## config.mk

```make
export PLATFORM = sky130hd
export DESIGN_NAME = sgb_gather
export DESIGN_NICKNAME = d
export VERILOG_FILES = /design/src/rtl/sgb_pkg.sv /design/src/rtl/sgb_line_store.sv /design/src/rtl/sgb_seq_track.sv /design/src/rtl/sgb_drain.sv /design/src/rtl/sgb_gather.sv
export SDC_FILE = /design/constraint.sdc
export NUM_CORES = 1
export LEC_CHECK = 0
export ABC_AREA = 1
export ABC_CLOCK_PERIOD_IN_PS = 5900
export BUFFER_PORTS_ARGS = -buffer_cell sky130_fd_sc_hd__clkbuf_2
export CAP_MARGIN = 10
export CORE_ASPECT_RATIO = 2
export CORE_MARGIN = 4
export CORE_UTILIZATION = 60
export DETAILED_ROUTE_END_ITERATION = 8
export GPL_TIMING_DRIVEN = 1
export HOLD_SLACK_MARGIN = 0.15
export MAX_ROUTING_LAYER = met4
export PLACE_DENSITY = 0.8
export SETUP_SLACK_MARGIN = 0.05
export SLEW_MARGIN = 20
export SYNTH_ARGS = -nofsm -noshare
export SYNTH_HDL_FRONTEND = slang
export SYNTH_SLANG_ARGS = --single-unit
```

## constraint.sdc

```tcl
create_clock -name clk -period 5.9 [get_ports clk]
set_input_delay 0.295 -clock clk [delete_from_list [all_inputs] [get_ports clk]]
set_output_delay 0.295 -clock clk [all_outputs]
set_load 0.02 [all_outputs]
```

## src/rtl/sgb_pkg.sv

```systemverilog
// Shared types for the sequential store gathering buffer.
// Assumes a 32-bit store word and a 64-bit master bus (two words per beat).
package sgb_pkg;
    typedef enum logic [1:0] {
        SG_EMPTY = 2'd0,
        SG_FILL  = 2'd1,
        SG_DRAIN = 2'd2
    } sg_state_e;

    localparam int WORD_BITS = 32;
    localparam int BEAT_BITS = 2 * WORD_BITS;
endpackage

```

## src/rtl/sgb_line_store.sv

```systemverilog
// Line data and per-slot valid bits.
// Writes a full word into its slot on wr_en; clr empties all valid bits.
// Assumes clr and wr_en are never asserted together (clr wins if they are).
module sgb_line_store #(
    parameter int WORDS = 8,
    localparam int OFF_W = $clog2(WORDS)
) (
    input  logic                             clk,
    input  logic                             rst_n,
    input  logic                             wr_en,
    input  logic [OFF_W-1:0]                 wr_off,
    input  logic [sgb_pkg::WORD_BITS-1:0]    wr_data,
    input  logic                             clr,
    output logic [WORDS-1:0][sgb_pkg::WORD_BITS-1:0] words,
    output logic [WORDS-1:0]                 vld
);
    for (genvar s = 0; s < WORDS; s++) begin : g_slot
        // Capture the word for this slot and track its valid bit.
        always_ff @(posedge clk) begin
            if (!rst_n) begin
                words[s] <= '0;
                vld[s]   <= 1'b0;
            end else if (clr) begin
                vld[s]   <= 1'b0;
            end else if (wr_en && wr_off == OFF_W'(s)) begin
                words[s] <= wr_data;
                vld[s]   <= 1'b1;
            end
        end
    end
endmodule

```

## src/rtl/sgb_seq_track.sv

```systemverilog
// Tracks the expected next word offset and flags stores that break the
// sequence or that carry partial byte enables. The flag is registered and
// appears the cycle after acceptance. Assumes 'first' marks the store that
// opens a new line.
module sgb_seq_track #(
    parameter int OFF_W = 3
) (
    input  logic             clk,
    input  logic             rst_n,
    input  logic             acc,
    input  logic             first,
    input  logic [OFF_W-1:0] off,
    input  logic [3:0]       be,
    output logic             err
);
    logic [OFF_W-1:0] exp_off;
    logic             bad;

    // Decide whether the accepted store is out of order or partial.
    always_comb begin
        bad = acc && ((!first && off != exp_off) || be != 4'hF);
    end

    // Advance the expected offset and register the error flag.
    always_ff @(posedge clk) begin
        if (!rst_n) begin
            exp_off <= '0;
            err     <= 1'b0;
        end else begin
            err <= bad;
            if (acc) exp_off <= off + OFF_W'(1);
        end
    end
endmodule

```

## src/rtl/sgb_drain.sv

```systemverilog
// Drain engine: walks the doublewords of the line in ascending order.
// A fully valid line goes out as one burst; otherwise each doubleword holding
// data becomes its own single cycle and empty ones are skipped.
// Assumes the line contents and valid bits stay frozen while busy.
module sgb_drain #(
    parameter int WORDS = 8,
    parameter int AW    = 32,
    localparam int OFF_W = $clog2(WORDS),
    localparam int DW_N  = WORDS / 2,
    localparam int DW_W  = OFF_W - 1,
    localparam int LW    = AW - OFF_W - 2
) (
    input  logic                             clk,
    input  logic                             rst_n,
    input  logic                             start,
    input  logic [WORDS-1:0]                 vld_start,
    input  logic [WORDS-1:0]                 vld,
    input  logic [WORDS-1:0][sgb_pkg::WORD_BITS-1:0] words,
    input  logic [LW-1:0]                    tag,
    output logic                             m_valid,
    input  logic                             m_ready,
    output logic [AW-1:0]                    m_addr,
    output logic [sgb_pkg::BEAT_BITS-1:0]    m_data,
    output logic [7:0]                       m_be,
    output logic                             m_burst,
    output logic                             m_last,
    output logic                             done
);
    logic [DW_N-1:0] pend;
    logic [DW_N-1:0] grp;
    logic [DW_N-1:0] sel;
    logic [DW_W-1:0] cur;
    logic            burst_q;

    for (genvar k = 0; k < DW_N; k++) begin : g_grp
        assign grp[k] = |vld_start[2*k +: 2];
    end

    // Pick the lowest doubleword still pending.
    always_comb begin
        cur = '0;
        for (int i = DW_N - 1; i >= 0; i--) begin
            if (pend[i]) cur = DW_W'(i);
        end
        sel = DW_N'(1) << cur;
    end

    // Drive the master cycle for the selected doubleword.
    always_comb begin
        m_valid = |pend;
        m_burst = burst_q;
        m_data  = {words[{cur, 1'b1}], words[{cur, 1'b0}]};
        if (burst_q) begin
            m_addr = {tag, {DW_W{1'b0}}, 3'b000};
            m_be   = 8'hFF;
            m_last = (cur == DW_W'(DW_N - 1));
        end else begin
            m_addr = {tag, cur, 3'b000};
            m_be   = {{4{vld[{cur, 1'b1}]}}, {4{vld[{cur, 1'b0}]}}};
            m_last = 1'b1;
        end
        done = m_valid && m_ready && ((pend & ~sel) == '0);
    end

    // Load the pending mask on start and retire doublewords on handshake.
    always_ff @(posedge clk) begin
        if (!rst_n) begin
            pend    <= '0;
            burst_q <= 1'b0;
        end else if (start) begin
            pend    <= grp;
            burst_q <= &vld_start;
        end else if (m_valid && m_ready) begin
            pend    <= pend & ~sel;
        end
    end


    stall_hold_chk: assert property (@(posedge clk) disable iff (!rst_n)
        (m_valid && !m_ready) |=> (m_valid && $stable(m_addr) && $stable(m_data)
                                   && $stable(m_be) && $stable(m_last)));

    burst_full_be_chk: assert property (@(posedge clk) disable iff (!rst_n)
        (m_valid && m_burst) |-> (m_be == 8'hFF));

    single_nonempty_chk: assert property (@(posedge clk) disable iff (!rst_n)
        (m_valid && !m_burst) |-> (m_be != 8'h00 && m_last));
endmodule

```

## src/rtl/sgb_gather.sv

```systemverilog
// Top of the sequential store gathering buffer.
// Gathers in-order word stores into one line, bursts a full line, and drains
// early on sync/nudge/trap, a load hit, or a store to another line.
// Assumes st_valid is held with stable address and data until accepted.
module sgb_gather #(
    parameter int AW    = 32,
    parameter int WORDS = 8,
    localparam int OFF_W    = $clog2(WORDS),
    localparam int LINE_LSB = OFF_W + 2,
    localparam int LW       = AW - LINE_LSB
) (
    input  logic          clk,
    input  logic          rst_n,
    input  logic          st_valid,
    output logic          st_ready,
    input  logic [AW-3:0] st_waddr,
    input  logic [31:0]   st_data,
    input  logic [3:0]    st_be,
    input  logic          sync_req,
    input  logic          nudge_req,
    input  logic          trap_req,
    input  logic          ld_valid,
    input  logic [LW-1:0] ld_laddr,
    output logic          ld_ready,
    output logic          seq_err,
    output logic          m_valid,
    input  logic          m_ready,
    output logic [AW-1:0] m_addr,
    output logic [63:0]   m_data,
    output logic [7:0]    m_be,
    output logic          m_burst,
    output logic          m_last
);
    import sgb_pkg::*;

    sg_state_e                     state;
    logic [LW-1:0]                 tag;
    logic [OFF_W-1:0]              off;
    logic [LW-1:0]                 st_line;
    logic                          flush_any;
    logic                          ld_hit;
    logic                          st_miss;
    logic                          drain_trig;
    logic                          acc;
    logic                          last_wr;
    logic                          start;
    logic                          done;
    logic [WORDS-1:0]              vld;
    logic [WORDS-1:0]              vld_after;
    logic [WORDS-1:0][WORD_BITS-1:0] words;

    // Split the store address and evaluate the drain triggers.
    always_comb begin
        off        = st_waddr[OFF_W-1:0];
        st_line    = st_waddr[AW-3:OFF_W];
        flush_any  = sync_req || nudge_req || trap_req;
        ld_hit     = ld_valid && state != SG_EMPTY && ld_laddr == tag;
        st_miss    = st_valid && state == SG_FILL && st_line != tag;
        drain_trig = state == SG_FILL && (flush_any || ld_hit || st_miss);
        st_ready   = state == SG_EMPTY || (state == SG_FILL && !drain_trig);
        ld_ready   = !ld_hit;
        acc        = st_valid && st_ready;
        last_wr    = acc && off == OFF_W'(WORDS - 1);
        start      = drain_trig || last_wr;
        vld_after  = vld | (acc ? (WORDS'(1) << off) : '0);
    end

    // Sequence the empty / gathering / draining states and hold the line tag.
    always_ff @(posedge clk) begin
        if (!rst_n) begin
            state <= SG_EMPTY;
            tag   <= '0;
        end else begin
            unique case (state)
                SG_EMPTY: if (acc) begin
                    tag   <= st_line;
                    state <= last_wr ? SG_DRAIN : SG_FILL;
                end
                SG_FILL:  if (start) state <= SG_DRAIN;
                SG_DRAIN: if (done) state <= SG_EMPTY;
                default:  state <= SG_EMPTY;
            endcase
        end
    end

    sgb_line_store #(.WORDS(WORDS)) u_store (
        .clk     (clk),
        .rst_n   (rst_n),
        .wr_en   (acc),
        .wr_off  (off),
        .wr_data (st_data),
        .clr     (done),
        .words   (words),
        .vld     (vld)
    );

    sgb_seq_track #(.OFF_W(OFF_W)) u_seq (
        .clk   (clk),
        .rst_n (rst_n),
        .acc   (acc),
        .first (state == SG_EMPTY),
        .off   (off),
        .be    (st_be),
        .err   (seq_err)
    );

    sgb_drain #(.WORDS(WORDS), .AW(AW)) u_drain (
        .clk       (clk),
        .rst_n     (rst_n),
        .start     (start),
        .vld_start (vld_after),
        .vld       (vld),
        .words     (words),
        .tag       (state == SG_EMPTY ? st_line : tag),
        .m_valid   (m_valid),
        .m_ready   (m_ready),
        .m_addr    (m_addr),
        .m_data    (m_data),
        .m_be      (m_be),
        .m_burst   (m_burst),
        .m_last    (m_last),
        .done      (done)
    );


    quiet_fill_chk: assert property (@(posedge clk) disable iff (!rst_n)
        (state != SG_DRAIN) |-> !m_valid);

    drain_blocks_store_chk: assert property (@(posedge clk) disable iff (!rst_n)
        (state == SG_DRAIN) |-> !st_ready);

    reopen_after_done_chk: assert property (@(posedge clk) disable iff (!rst_n)
        done |=> st_ready);

    flush_starts_drain_chk: assert property (@(posedge clk) disable iff (!rst_n)
        (state == SG_FILL && flush_any) |=> (state == SG_DRAIN));

    load_hit_drain_chk: assert property (@(posedge clk) disable iff (!rst_n)
        (state == SG_FILL && ld_hit) |=> (state == SG_DRAIN));

    miss_held_chk: assert property (@(posedge clk) disable iff (!rst_n)
        (state == SG_FILL && st_miss) |=> (state == SG_DRAIN && m_valid));
endmodule

```

# After elaboration in Yosys (flattened, before gate mapping)

Cells that the tools add are included.

Add/sub/neg operators: 1
Magnitude comparators: 2
Eq/ne operators: 17
Shift-type cells: 2
Multiplexer cells: 24
Bitwise gates (word level): 5
Reduce and logical (&&, ||, !) cells: 51

Operator list:

| operator            | count |
|---|---|
| $bmux 32 s2         | 2 |
| $mux 32             | 2 |
| $eq 27x27->1        | 1 |
| $mux 27             | 1 |
| $ne 27x27->1        | 1 |
| $logic_and 1x1->1   | 19 |
| $reduce_and 2->1    | 9 |
| $mux 2              | 8 |
| $mux 8              | 2 |
| $eq 3x3->1 const B  | 4 |
| $reduce_or 2->1     | 5 |
| $lt 3x4->1 const B  | 2 |
| $mux 4              | 2 |
| $or 8x8->8          | 1 |
| $reduce_and 8->1    | 1 |
| $shl 1x3->8 const A | 1 |
| $logic_or 1x1->1    | 7 |
| $eq 3x2->1 const B  | 2 |
| $pmux 2 s3          | 1 |
| $mux 5              | 1 |
| $and 4x4->4         | 1 |
| $bmux 1 s2          | 2 |
| $eq 2x2->1 const B  | 2 |
| $logic_not 4->1     | 1 |
| other kinds (17)    | 24 |

Flip-flop bits (word level): 302
Input bits: 101
Output and inout port bits: 110
Word-level logic and storage cells: 124

# Logic depth before layout (Yosys ltp)

Word-level depth: 14
Gate-level depth with buffers: 18
Gate-level depth less buffers: 17

# Modules after synthesis

From an unflattened synthesis, not the netlist that was laid out.

Cells, all modules: 3,012
Area, all modules: 17,454.2 um^2

By module, submodules not included:

| module         | instances | cells an instance | area an instance (um^2) | seq. area each (um^2) |
|---|---|---|---|---|
| sgb_line_store | 1         | 1,849             | 11,606.1                | 5,285.1 |
| sgb_drain      | 1         | 665               | 3,151.8                 | 100.1 |
| sgb_gather     | 1         | 464               | 2,472.4                 | 580.6 |
| sgb_seq_track  | 1         | 34                | 224.0                   | 80.1 |

# Least setup slack after synthesis

No wires, ideal clock.

Path type: reg2out
Start point: reg u_drain.pend[2]
End point: out m_be[1]
Arrival time: 2,101 ps
Data required time: 5,605 ps
Slack: 3,504 ps
Cell stages (with the launch flop): 11
Path buffers: 4
Path through: dfxtp_1 inv_1 a21oi_1 or2_2 clkbuf_1 clkbuf_1 clkbuf_1 a21oi_1 o21ai_0 o2111ai_1 buf_4

Longest elaborated chain between the ends: 6

RTL lines:

| what                         | line             | RTL |
|---|---|---|
| from (decl)                  | sgb_drain.sv:29  | `logic [DW_N-1:0] pend;` |
| from (signal assigned)       | sgb_drain.sv:71  | `pend <= grp;` |
| from (signal assigned)       | sgb_drain.sv:74  | `pend <= pend & ~sel;` |
| $mux 2 (3 in series)         | sgb_drain.sv:43  | `if (pend[i]) cur = DW_W'(i);` |
| $bmux 1 s2                   | sgb_drain.sv:59  | `m_be = {{4{vld[{cur, 1'b1}]}}, {4{vld[{cur, 1'b0}]}}};` |
| $mux 1 (not written as such) | sgb_drain.sv:59  |  |
| $mux 8                       | sgb_drain.sv:53  | `if (burst_q) begin` |
| to (decl)                    | sgb_gather.sv:30 | `output logic [7:0] m_be,` |

No other way between the ends. The select of a mux whose other input is x is not followed.

# Final worst setup path

Start point: in st_waddr[20]
End point: reg u_store.words[57] (netlist name)

Longest elaborated chain between the ends: 10

RTL lines:

| what                              | line                 | RTL |
|---|---|---|
| from (decl)                       | sgb_gather.sv:16     | `input logic [AW-3:0] st_waddr,` |
| $ne 27x27->1                      | sgb_gather.sv:58     | `st_miss = st_valid && state == SG_FILL && st_line != tag;` |
| $logic_and 1x1->1                 | sgb_gather.sv:58     |  |
| $logic_or 1x1->1                  | sgb_gather.sv:59     | `drain_trig = state == SG_FILL && (flush_any \|\| ld_hit \|\| st_miss);` |
| $logic_and 1x1->1                 | sgb_gather.sv:59     |  |
| $logic_not 1->1                   | sgb_gather.sv:60     | `st_ready = state == SG_EMPTY \|\| (state == SG_FILL && !drain_trig);` |
| $logic_and 1x1->1                 | sgb_gather.sv:60     |  |
| $logic_or 1x1->1                  | sgb_gather.sv:60     |  |
| $logic_and 1x1->1                 | sgb_gather.sv:62     | `acc = st_valid && st_ready;` |
| $logic_and 1x1->1                 | sgb_line_store.sv:25 | `end else if (wr_en && wr_off == OFF_W'(s)) begin` |
| $reduce_and 2->1 (no source line) | --                   |  |
| to (signal, indexed assignment)   | sgb_line_store.sv:26 | `words[s] <= wr_data;` |
| to (decl)                         | sgb_line_store.sv:14 | `output logic [WORDS-1:0][sgb_pkg::WORD_BITS-1:0] words,` |

No other way between the ends.
A chain may end at the register's enable or synchronous reset.

==> results_tabular.tex <==
\begin{tabular}{lr}
\hline
Metric & Value \\
\hline
\multicolumn{2}{l}{\textbf{Routing}} \\
Post-route DRC & 0 \\
Initial DRT Pass Iterations & 5 \\
Wire length per cell & 16.0 um \\
Total vias in the final route & 12900 \\
Antenna Violating Nets Remaining & 0 \\
Detailed-route vias per instance & 5.55 \\
DRT Wirelength & 37200 um \\
Detailed Route Iter0 Violations & 979 \\
\multicolumn{2}{l}{\textbf{Setup path}} \\
Reg2Reg Launch Point & tag[17]\$\_SDFFE\_PN0P\_ \\
Data required time of the critical path & 6.29 ns \\
Largest delay contributor family on the critical path & simple AND/OR/NAND/NOR gates \\
Max stage delay cell, worst path & nand4\_4 \\
Critical R2R Capture & u\_store.words[57]\$\_SDFFE\_PN0P\_ \\
Critical path fanouts, max & 64 \\
Register-to-register path setup slack & 2.46 ns \\
Number of buffers and inverters on the critical path & 3 \\
Cell mode on critical path & nand2\_1 \\
Critical path class & in2reg \\
Worst setup SP type & input pin \\
Crit end category & flop \\
WP data arrival & 3.89 ns \\
Depth of the most critical reg-to-reg path & 14 \\
Cells along the critical path & dlygate4sd3\_1 -> clkbuf\_2 -> xnor2\_1 -> nand2\_1 -> nor2\_1 -> nand2\_1 -> nor2\_1 -> nand2\_1 -> nand2\_1 -> nand2\_2 -> nand2\_2 -> nand2\_4 -> inv\_4 -> nand4\_4 -> o21ai\_0 -> a21oi\_1 \\
Longest individual stage delay on the worst path & 0.73 ns \\
\multicolumn{2}{l}{\textbf{CTS}} \\
H-Tree Depth & 1 \\
Clock tree from TritonCTS & done \\
CTS root buffer & clkbuf\_16 \\
\# resized after CTS & 0 \\
Number of clock sinks & 302 \\
Clock latency on the worst-skew pair & 0.54 ns \\
Post-CTS clock slew at the launch and capture registers of the worst setup and hold paths & 0.07 ns \\
Clock buffer count from CTS & 26 \\
Number of buffers on the longest clock path & 3 \\
\multicolumn{2}{l}{\textbf{STA}} \\
Slew at the pin with the worst max-slew slack & 1.01 ns \\
Sum of negative setup slack & 0 ns \\
Final critical-path share of the clock period & 59.2\% \\
Max Slew Vio Count & 0 \\
Worst clock skew on the final layout & 0.0111 ns \\
Number of hold violations in the final report & 0 \\
F\_max & 0.286 GHz \\
Unrepaired setup endpoints after global routing & false \\
Slew headroom & 32.8\% \\
Setup Viol. Count Final & 0 \\
Final worst path period need & 3.50 ns \\
\multicolumn{2}{l}{\textbf{Logic synthesis}} \\
Yosys warning count & 0 \\
Post-synthesis instance area & 13800 sq um \\
\#FFs+latches synth & 302 \\
Proportion of synthesized chip area in sequential cells & 43.8\% \\
Mean cell area of the mapped netlist & 7.37 sq um \\
Number of instances in the synthesized netlist & 1872 \\
Count of different cell masters after synthesis & 39 \\
\multicolumn{2}{l}{\textbf{Floorplan}} \\
Starting utilization of the core area & 60.9\% \\
Total die area & 25600 sq um \\
Placement row count & 78 \\
Height of the die & 222 um \\
Die width & 115 um \\
Top-level I/O count & 211 \\
Std-Cell Core Area & 22600 sq um \\
\multicolumn{2}{l}{\textbf{Worst hold path}} \\
Class of the most critical hold timing path & in2reg \\
Worst-case hold path end point & tag[11]\$\_SDFFE\_PN0P\_ \\
Hold depth & 3 \\
Startpoint of the most critical hold path & st\_waddr[14] \\
\multicolumn{2}{l}{\textbf{Global route}} \\
Pin count of the biggest net entering global routing & 180 \\
Total track usage & 29.1\% \\
Initial antenna violation count & 0 \\
First-pass GRT wire length & 59800 um \\
Vias in the first global route & 12400 \\
Global route overflow & 0 \\
\multicolumn{2}{l}{\textbf{Finish}} \\
Number of nets in the final layout & 2137 \\
Combined area of the multi-input logic cells & 5790 sq um \\
Share of post-route cells with drive strength above 1 & 14.6\% \\
Area of all sequential standard cells & 6050 sq um \\
Final instance count without filler cells & 2328 \\
Antenna cell count & 0 \\
Area growth, synth to finish & 16.2\% \\
Final-layout fill cell count & 1855 \\
\multicolumn{2}{l}{\textbf{Placement}} \\
Post-detail-place hpwl & 23000 um \\
Final weighted congestion of routability-driven global placement & 0.964 \\
Count of input and output buffers & 207 \\
Cell count after placement & 2233 \\
\multicolumn{2}{l}{\textbf{Pwr}} \\
Power density over the cells & 393 nW/um\^{}2 \\
Leakage Power & 0.00629 uW \\
Maximum VDD drop & 0.000352 V \\
\multicolumn{2}{l}{\textbf{Run status}} \\
Status & completed \\
\multicolumn{2}{l}{\textbf{Job}} \\
Max\_cap viols & 0 \\
\hline
\end{tabular}
[cells in the mapped netlist (all sizes together)]
library cell | count | area, sq um
nand2 | 155 | 594
nand3b | 1 | 7.51
nand3 | 14 | 120
nor2 | 48 | 185
o2111ai | 2 | 17.5
conb | 1 | 3.75
ha | 6 | 75.1
buf | 51 | 359
inv | 343 | 1290
xnor2 | 33 | 289
o211ai | 2 | 15.0
a21oi | 361 | 1820
o221ai | 64 | 561
or2 | 1 | 6.26
a221oi | 1 | 15.0
or3 | 1 | 6.26
nand4 | 7 | 77.6
nor3 | 3 | 15.0
xor2 | 1 | 8.76
o21ai | 387 | 1950
a22oi | 1 | 7.51
clkbuf | 87 | 333
dfxtp | 302 | 6050
[per-layer routing]
metal  wire length [um]  GRT usage [%]  vias to the layer above
met3               1850           3.76                       94
met1              14300           31.8                     5959
met4               1600           12.7                        0
met2              19500           51.5                      361
li1                   -              -                     6505
met5                  0              -                        -
[where the power goes]
group	internal [uW]	switching [uW]
logic	662	1520
registers	2160	68.8
clock network	1130	762
[tightest hold or removal path: stages]
cell      delay [ns]
clkbuf_2        0.11
o21ai_0         0.12
a21oi_1         0.14
[layout by cell type (no fill, tap or decap), types with 3 or more instances in the layout]
master | synthesis | routed
clkbuf_2 | 5 | 206
a21oi_1 | 358 | 358
conb_1 | 1 | 3
dlygate4sd3_1 | 0 | 49
o21ai_2 | 3 | 3
inv_1 | 328 | 326
o221ai_1 | 64 | 64
nand3_1 | 10 | 10
xnor2_1 | 33 | 33
nor3_1 | 3 | 3
o21ai_1 | 92 | 92
dfxtp_1 | 302 | 302
bufinv_16 | 0 | 5
a21oi_2 | 3 | 3
clkbuf_16 | 0 | 27
clkinv_2 | 0 | 5
ha_1 | 6 | 6
buf_4 | 20 | 10
nand2_1 | 152 | 152
nand3_4 | 4 | 4
inv_2 | 14 | 16
clkbuf_8 | 0 | 7
o21ai_0 | 292 | 292
nand4_1 | 3 | 3
nor2_1 | 46 | 45
nand4_2 | 3 | 3
[state kept, by name, indices dropped and copies added, names as in the netlist]
| name | count |
|---|---|
| u_store.words | 256 |
| state | 2 |
| u_drain.m_burst | 1 |
| u_seq.err | 1 |
| u_store.vld | 8 |
| tag | 27 |
| u_drain.pend | 4 |
| u_seq.exp_off | 3 |
[through the flow]
stage	utilization, %	total power, uW	hold WS, ns	cell area, sq um	setup WS [ns]
after global routing	70.8	6620	0.180	16000	2.14
after CTS	70.8	6340	0.151	16000	2.46
final	70.8	6310	0.169	16000	2.40
after floorplan	-	3750	0.385	13800	3.50
after detailed placement	64.5	4420	0.433	14600	2.60
after global placement	64.5	4390	0.429	14600	2.72
[layout make-up]
class                   count  area share [%]
well taps                 280            2.18
flip-flops and latches    302            37.7
clock inverters            11            1.15
inverters                 343            8.04
multi-input cells        1091            36.1
clock buffers              35            4.77
repair buffers            266            10.0
[worst max-delay path by stage]
stage                                       startpoint                        endpoint  slack (ns)  cells after the start
after floorplan           u_drain.pend[2]$_SDFFE_PN0P_                         m_be[1]        3.50                     10
after global placement                    st_waddr[25]  u_store.words[57]$_SDFFE_PN0P_        2.72                     15
after detailed placement                  st_waddr[26]  u_store.words[57]$_SDFFE_PN0P_        2.60                     15
after CTS                 u_drain.pend[2]$_SDFFE_PN0P_                      m_data[21]        2.46                      8
after global routing             state[0]$_SDFFE_PN0P_  u_store.words[57]$_SDFFE_PN0P_        2.14                     15
final                                     st_waddr[20]  u_store.words[57]$_SDFFE_PN0P_        2.40                     16
[what timing repair did]
action                    in CTS  in global routing
hold endpoints to repair      95                  0
setup buffers                  0                  0
hold buffers                  49                  0
[logic make-up (layout without fill, tap and decap cells)]
logic type / count (synthesis) / count (layout) / synth area share [%]
AO/OA/AOI/OAI: 818 / 818 / 31.8
XOR/XNOR: 34 / 34 / 2.16
adder cells (fa/ha/maj): 6 / 6 / 0.544
buffers and inverters: 481 / 655 / 14.4
flip-flops: 302 / 302 / 43.8
other: 1 / 3 / 0.0272
AND/OR/NAND/NOR: 230 / 230 / 7.34
(Power assumes the default switching activity.)
